[src/rtl/irqc_pkg.sv]
package irqc_pkg;
  typedef enum logic [1:0] {
    LVL_OFF = 2'd0,
    LVL_LOW = 2'd1,
    LVL_MID = 2'd2,
    LVL_TOP = 2'd3
  } lvl_e;

  localparam logic [1:0] ADDR_PEND = 2'd0;
  localparam logic [1:0] ADDR_PRIO = 2'd1;
  localparam logic [1:0] ADDR_CTRL = 2'd2;
endpackage

[src/rtl/irqc_pend.sv]
module irqc_pend #(
  parameter int NUM_SRC = 8,
  localparam int IW = (NUM_SRC > 1) ? $clog2(NUM_SRC) : 1
) (
  input  logic               clk,
  input  logic               rst_n,
  input  logic [NUM_SRC-1:0] src_pulse,
  input  logic               clr_wr,
  input  logic [NUM_SRC-1:0] clr_data,
  input  logic               ack_take,
  input  logic [IW-1:0]      ack_idx,
  output logic [NUM_SRC-1:0] pend
);
  logic [NUM_SRC-1:0] pend_q, pend_d, ack_mask;
  logic               pend_en;

  always_comb begin
    ack_mask = '0;
    if (ack_take) ack_mask[ack_idx] = 1'b1;
    pend_d = pend_q & ~ack_mask;
    if (clr_wr) pend_d = pend_d & clr_data;
    pend_d = pend_d | src_pulse;
    pend_en = (|src_pulse) | clr_wr | ack_take;
  end

  always_ff @(posedge clk or negedge rst_n) begin
    if (!rst_n) pend_q <= '0;
    else if (pend_en) pend_q <= pend_d;
  end

  assign pend = pend_q;

  for (genvar i = 0; i < NUM_SRC; i++) begin : g_chk
    assert_pulse_sticky_R4: assert property (@(posedge clk) disable iff (!rst_n)
      src_pulse[i] |=> pend_q[i]);
    assert_write_one_keeps_R6: assert property (@(posedge clk) disable iff (!rst_n)
      (pend_q[i] && clr_wr && clr_data[i] && !(ack_take && ack_idx == IW'(i))) |=> pend_q[i]);
  end
endmodule

[src/rtl/irqc_gie.sv]
module irqc_gie (
  input  logic clk,
  input  logic rst_n,
  input  logic set_wr,
  input  logic wr_val,
  input  logic di_req,
  input  logic trap_evt,
  input  logic ack_take,
  output logic gie
);
  logic gie_q, gie_d, gie_en, kill;

  always_comb begin
    kill   = di_req | trap_evt | ack_take;
    gie_en = kill | set_wr;
    gie_d  = kill ? 1'b0 : wr_val;
  end

  always_ff @(posedge clk or negedge rst_n) begin
    if (!rst_n) gie_q <= 1'b0;
    else if (gie_en) gie_q <= gie_d;
  end

  assign gie = gie_q;

  assert_kill_clears_R8: assert property (@(posedge clk) disable iff (!rst_n)
    (di_req || trap_evt || ack_take) |=> !gie_q);
  assert_sw_set_R7: assert property (@(posedge clk) disable iff (!rst_n)
    (set_wr && wr_val && !di_req && !trap_evt && !ack_take) |=> gie_q);
endmodule

[src/rtl/irqc_arb.sv]
module irqc_arb
  import irqc_pkg::*;
#(
  parameter int                NUM_SRC   = 8,
  parameter logic [NUM_SRC-1:0] CRIT_MASK = 8'hC0,
  localparam int IW = (NUM_SRC > 1) ? $clog2(NUM_SRC) : 1
) (
  input  logic [2*NUM_SRC-1:0] prio,
  input  logic [NUM_SRC-1:0]   pend,
  output logic [NUM_SRC-1:0]   act,
  output logic                 any,
  output logic [IW-1:0]        win
);
  lvl_e               eff [NUM_SRC];
  logic [NUM_SRC-1:0] hit [4];

  for (genvar i = 0; i < NUM_SRC; i++) begin : g_src
    logic [1:0] fld;
    assign fld    = prio[2*i +: 2];
    assign eff[i] = (CRIT_MASK[i] && fld != 2'd0) ? LVL_TOP : lvl_e'(fld);
    assign act[i] = pend[i] && (fld != 2'd0);
    for (genvar l = 0; l < 4; l++) begin : g_lvl
      assign hit[l][i] = act[i] && (eff[i] == lvl_e'(l));
    end
  end

  always_comb begin
    any = 1'b0;
    win = '0;
    for (int l = 3; l >= 1; l--) begin
      for (int i = 0; i < NUM_SRC; i++) begin
        if (!any && hit[l][i]) begin
          any = 1'b1;
          win = IW'(i);
        end
      end
    end
  end

  always_comb begin
    if (any) assert_win_active_R2: assert (act[win]);
  end
endmodule

[src/rtl/irq_prio_ctrl.sv]
module irq_prio_ctrl
  import irqc_pkg::*;
#(
  parameter int                 NUM_SRC   = 8,
  parameter logic [NUM_SRC-1:0] CRIT_MASK = 8'hC0,
  localparam int IW = (NUM_SRC > 1) ? $clog2(NUM_SRC) : 1,
  localparam int DW = 2 * NUM_SRC
) (
  input  logic               clk,
  input  logic               rst_n,
  input  logic [NUM_SRC-1:0] src_pulse,
  input  logic               trap_evt,
  input  logic               di_req,
  input  logic               reg_wr,
  input  logic [1:0]         reg_addr,
  input  logic [DW-1:0]      reg_wdata,
  output logic [DW-1:0]      reg_rdata,
  output logic               irq_req,
  input  logic               irq_ack,
  output logic [IW-1:0]      irq_vec
);
  logic [1:0]         rst_sync;
  logic               rst_i_n;
  logic [DW-1:0]      prio_q;
  logic [NUM_SRC-1:0] pend, act;
  logic               gie, any, ack_take;
  logic [IW-1:0]      win;
  logic               wr_pend, wr_prio, wr_ctrl;
  logic               req_q, req_d, irq_en;
  logic [IW-1:0]      vec_q, vec_d;

  always_ff @(posedge clk or negedge rst_n) begin
    if (!rst_n) rst_sync <= 2'b00;
    else        rst_sync <= {rst_sync[0], 1'b1};
  end
  assign rst_i_n = rst_sync[1];

  assign wr_pend  = reg_wr && reg_addr == ADDR_PEND;
  assign wr_prio  = reg_wr && reg_addr == ADDR_PRIO;
  assign wr_ctrl  = reg_wr && reg_addr == ADDR_CTRL;
  assign ack_take = irq_ack && req_q;

  always_ff @(posedge clk or negedge rst_i_n) begin
    if (!rst_i_n) prio_q <= '0;
    else if (wr_prio) prio_q <= reg_wdata;
  end

  irqc_pend #(.NUM_SRC(NUM_SRC)) u_pend (
    .clk(clk), .rst_n(rst_i_n), .src_pulse(src_pulse),
    .clr_wr(wr_pend), .clr_data(reg_wdata[NUM_SRC-1:0]),
    .ack_take(ack_take), .ack_idx(vec_q), .pend(pend)
  );

  irqc_gie u_gie (
    .clk(clk), .rst_n(rst_i_n), .set_wr(wr_ctrl), .wr_val(reg_wdata[0]),
    .di_req(di_req), .trap_evt(trap_evt), .ack_take(ack_take), .gie(gie)
  );

  irqc_arb #(.NUM_SRC(NUM_SRC), .CRIT_MASK(CRIT_MASK)) u_arb (
    .prio(prio_q), .pend(pend), .act(act), .any(any), .win(win)
  );

  always_comb begin
    irq_en = !req_q || ack_take;
    req_d  = gie && any && !req_q;
    vec_d  = req_q ? vec_q : win;
  end

  always_ff @(posedge clk or negedge rst_i_n) begin
    if (!rst_i_n) begin
      req_q <= 1'b0;
      vec_q <= '0;
    end else if (irq_en) begin
      req_q <= req_d;
      vec_q <= vec_d;
    end
  end

  always_comb begin
    reg_rdata = '0;
    case (reg_addr)
      ADDR_PEND: reg_rdata[NUM_SRC-1:0] = pend;
      ADDR_PRIO: reg_rdata = prio_q;
      ADDR_CTRL: reg_rdata[0] = gie;
      default:   reg_rdata = '0;
    endcase
  end

  assign irq_req = req_q;
  assign irq_vec = vec_q;

  assert_hold_R10: assert property (@(posedge clk) disable iff (!rst_i_n)
    (req_q && !irq_ack) |=> (req_q && $stable(vec_q)));
  assert_gated_R9: assert property (@(posedge clk) disable iff (!rst_i_n)
    $rose(req_q) |-> ($past(gie) && act[vec_q]));
  assert_ack_clears_R5: assert property (@(posedge clk) disable iff (!rst_i_n)
    (ack_take && !src_pulse[vec_q]) |=> !pend[$past(vec_q)]);
  assert_ack_drops_R10: assert property (@(posedge clk) disable iff (!rst_i_n)
    ack_take |=> !req_q);
endmodule

[config.mk]
export PLATFORM = sky130hd
export DESIGN_NAME = irq_prio_ctrl
export DESIGN_NICKNAME = d
export VERILOG_FILES = /design/src/rtl/irqc_pkg.sv /design/src/rtl/irqc_pend.sv /design/src/rtl/irqc_gie.sv /design/src/rtl/irqc_arb.sv /design/src/rtl/irq_prio_ctrl.sv
export SDC_FILE = /design/constraint.sdc
export NUM_CORES = 1
export LEC_CHECK = 0
export BUFFER_PORTS_ARGS = -buffer_cell sky130_fd_sc_hd__buf_2
export CORE_MARGIN = 3
export CORE_UTILIZATION = 40
export DETAILED_ROUTE_END_ITERATION = 8
export GPL_ROUTABILITY_DRIVEN = 1
export SLEW_MARGIN = 30
export SYNTH_ARGS = -nofsm -noshare
export SYNTH_HDL_FRONTEND = slang
export SYNTH_SLANG_ARGS = --single-unit
[constraint.sdc]
create_clock -name clk -period 1.1 [get_ports clk]
set_input_delay 0 -clock clk [delete_from_list [all_inputs] [get_ports clk]]
set_output_delay 0 -clock clk [all_outputs]
set_load 0.01 [all_outputs]
==> metrics.csv <==
metric,value,unit
die height,73.4,um
Syn Nets,218,
element type at the critical path end,flop,
first-pass GRT wire length,9800,um
wire per inst,15.8,um
Cell Rows,23,
most frequent cells in the layout,"buf_4 (54), buf_2 (46), dfrtp_1 (30), dlygate4sd3_1 (26), buf_6 (23)",
drt first-iter violations,99,
"flops & latches, synth",31,
Max-Cap Viols,0,
Slew Limit Fails,0,
hold path start,reg_wdata[3],
Core Footprint,4170,um^2
Synth cell types,43,
dpl hpwl,4350,um
register-to-register setup slack,-640,ps
Hold Path Stages,3,
Worst-Skew Late Latency,280,ps
CTS tree,yes,
antenna cells,0,
Pint,0.00305,W
I/O Pins,52,
total track usage,0.243,
switching power,0.00151,W
"Worst Setup Slack, final",-644,ps
Fmax,573,MHz
buffer depth of the longest clock path,2,
Comb pwr share,0.440,
share of cells above drive strength 1,0.516,
worst-case reg-to-reg path depth,7,
Area Growth Syn to Fin,79.8,%
DRC Markers,0,
Clock power frac,0.217,
Sw Share,0.331,
post-synthesis sequential area ratio,0.427,
"Period Utilization, post-route",1.59,
outcome,"finished, violations left",
Critical Path RT,1270,ps
RSZ-0062 raised after global routing,true,
CTS Buf Count,5,
CP arrival,1910,ps
Area contributors post-synth,"dfrtp_1 (43%), mux2_2 (8.1%), mux2i_1 (4.4%), nand2_1 (2.9%), nor2_1 (2.9%)",
failing checks,setup timing,
Max IR drop VDD,1.20,mV
clock slew at reported path FFs,70,ps
fin crit period,1740,ps
"most common cell after layout, fill and taps aside",buf_4,
Final Hold Viols,0,
Clock Skews,7.39,ps
Setup Crit Path Kind,flop to flop,
via count,2036,
R2R Path End,irq_req,
TritonCTS Sinks,31,
endpoints failing setup,21,
Final ANT Viol Nets,0,
pwr dens,1400,nW/um^2
Setup WS pre-CTS,-612,ps
Mapped Area,1820,um^2
WHS Endpoint,prio_q[3],
cell count after synthesis,186,
Synth top area share,0.427,
Root Buffer,clkbuf_8,
Via-to-Cell Ratio,5.23,
Min-Delay Path Class,input pin to flop,
largest net degree at the start of global routing,30,
vias in the first global route,2044,
initial core utilization,0.435,
drt total wl,6160,um
Setup crit start kind,flop,
yosys warns,0,
total global routing overflow,0,
initial antenna violation count,0,
Worst R2R Start,prio_q[15],
syn_area_per_cell,9.76,um^2
H-tree levels,2,
Yosys top cell by area,dfrtp_1,
number of I/O port buffers,51,
Sum Neg Setup Slack,-3170,ps
gp weighted congestion,0.879,
Crit Path Max Fanout,2,
die span in x,73.4,um
die area,5380,um^2
Leak,1.56,nW
Seq pwr share,0.343,
router iterations before antenna repair,4,
Final nets,370,
metrics by stage:
step	hold slack (ps)	instance area, um^2	util	power, W	cells
final	6.93	3260	0.782	0.00456	389
after global routing	28.2	3260	0.782	0.00483	389
after CTS	2.04	3130	0.750	0.00445	382
after detailed placement	-212	2590	0.621	0.00315	339
after global placement	-214	2590	0.621	0.00313	339
after floorplan	-296	1870	-	0.00227	186
Yosys cell counts (all sizes together):
cell      n
dfrtp    31
nand2    14
nor2     14
mux2     13
o21ai     9
and2      8
mux2i     8
nand3     8
inv       7
nand3b    7
a21o      6
nor2b     6
a21oi     5
a22oi     5
and3b     4
nand2b    4
a31o      3
and3      3
clkbuf    3
nand4     3
a211oi    2
a32oi     2
buf       2
nor3      2
o2111ai   2
o31ai     2
or3       2
a2111oi   1
a21boi    1
a2bb2oi   1
a31oi     1
conb      1
nor3b     1
nor4      1
nor4b     1
o2111a    1
o211a     1
or4       1
power groups by stage:
stage	clock, W	combinational, W	sequential [W]
4_1_cts	0.00102	0.00189	0.00155
3_3_place_gp	0	0.00158	0.00155
2_1_floorplan	0	0.000707	0.00156
3_5_place_dp	0	0.00159	0.00156
6_report	0.000990	0.00201	0.00156
5_1_grt	0.00108	0.00217	0.00158
critical path: stages, from the launching register on:
cell and delay [ps]:
dfrtp_1 390, o21ai_1 160, buf_4 140, o2111ai_2 130, or3_4 350, buf_4 150, nor4b_4 240, o31ai_2 80
area by class of cell:
type / count / area [um^2]
repair buffers: 150 / 1170
multi-input cells: 143 / 1120
fillers: 292 / 908
flip-flops and latches: 31 / 777
clock buffers: 8 / 100
well taps: 50 / 62.6
inverters: 7 / 26.3
kinds of logic (layout without fill, tap and decap cells):
logic type             after synthesis  after routing  synth area share
and+or+nand+nor                     79             79             0.250
AOI/OAI and AO/OA                   42             42             0.170
DFF                                 31             31             0.427
muxes                               21             21             0.125
buffers and inverters               12            165            0.0262
other                                1              1           0.00207
flip-flops by register name (all words and copies together), names as in the netlist:
name and flops:
irq_req 1, prio_q 16, u_gie.gie 1, rst_sync 2
irq_vec 3, u_pend.pend 8
what timing repair did:
item                       in CTS  in global routing
hold buffers                   25                  1
gates resized for setup        26                 22
hold endpoints to repair       24                  1
pin swaps                      10                  6
setup endpoints to repair      21                 27
buffers inserted               10                  8
cloned                          0                  0
worst max path at each step:
stage	start	endpoint	slack (ps)	cells after the start
floorplan	prio_q[9]	irq_vec[2]	-510	5
global placement	prio_q[15]	irq_vec[2]	-540	6
detailed placement	prio_q[0]	irq_req	-610	5
CTS	prio_q[0]	irq_vec[2]	-600	5
global route	prio_q[15]	irq_req	-760	7
finish	prio_q[15]	irq_req	-640	7
layer usage:
| layer | up-vias | GRT usage | share of wire |
|---|---|---|---|
| li1 | 992 | - | - |
| met1 | 985 | 0.322 | 0.44 |
| met2 | 53 | 0.415 | 0.50 |
| met3 | 6 | 0.0438 | 0.045 |
| met4 | 0 | 0.0483 | 0.0089 |
| met5 | - | 0 | 0 |
Power figures use the tool's default switching activity.
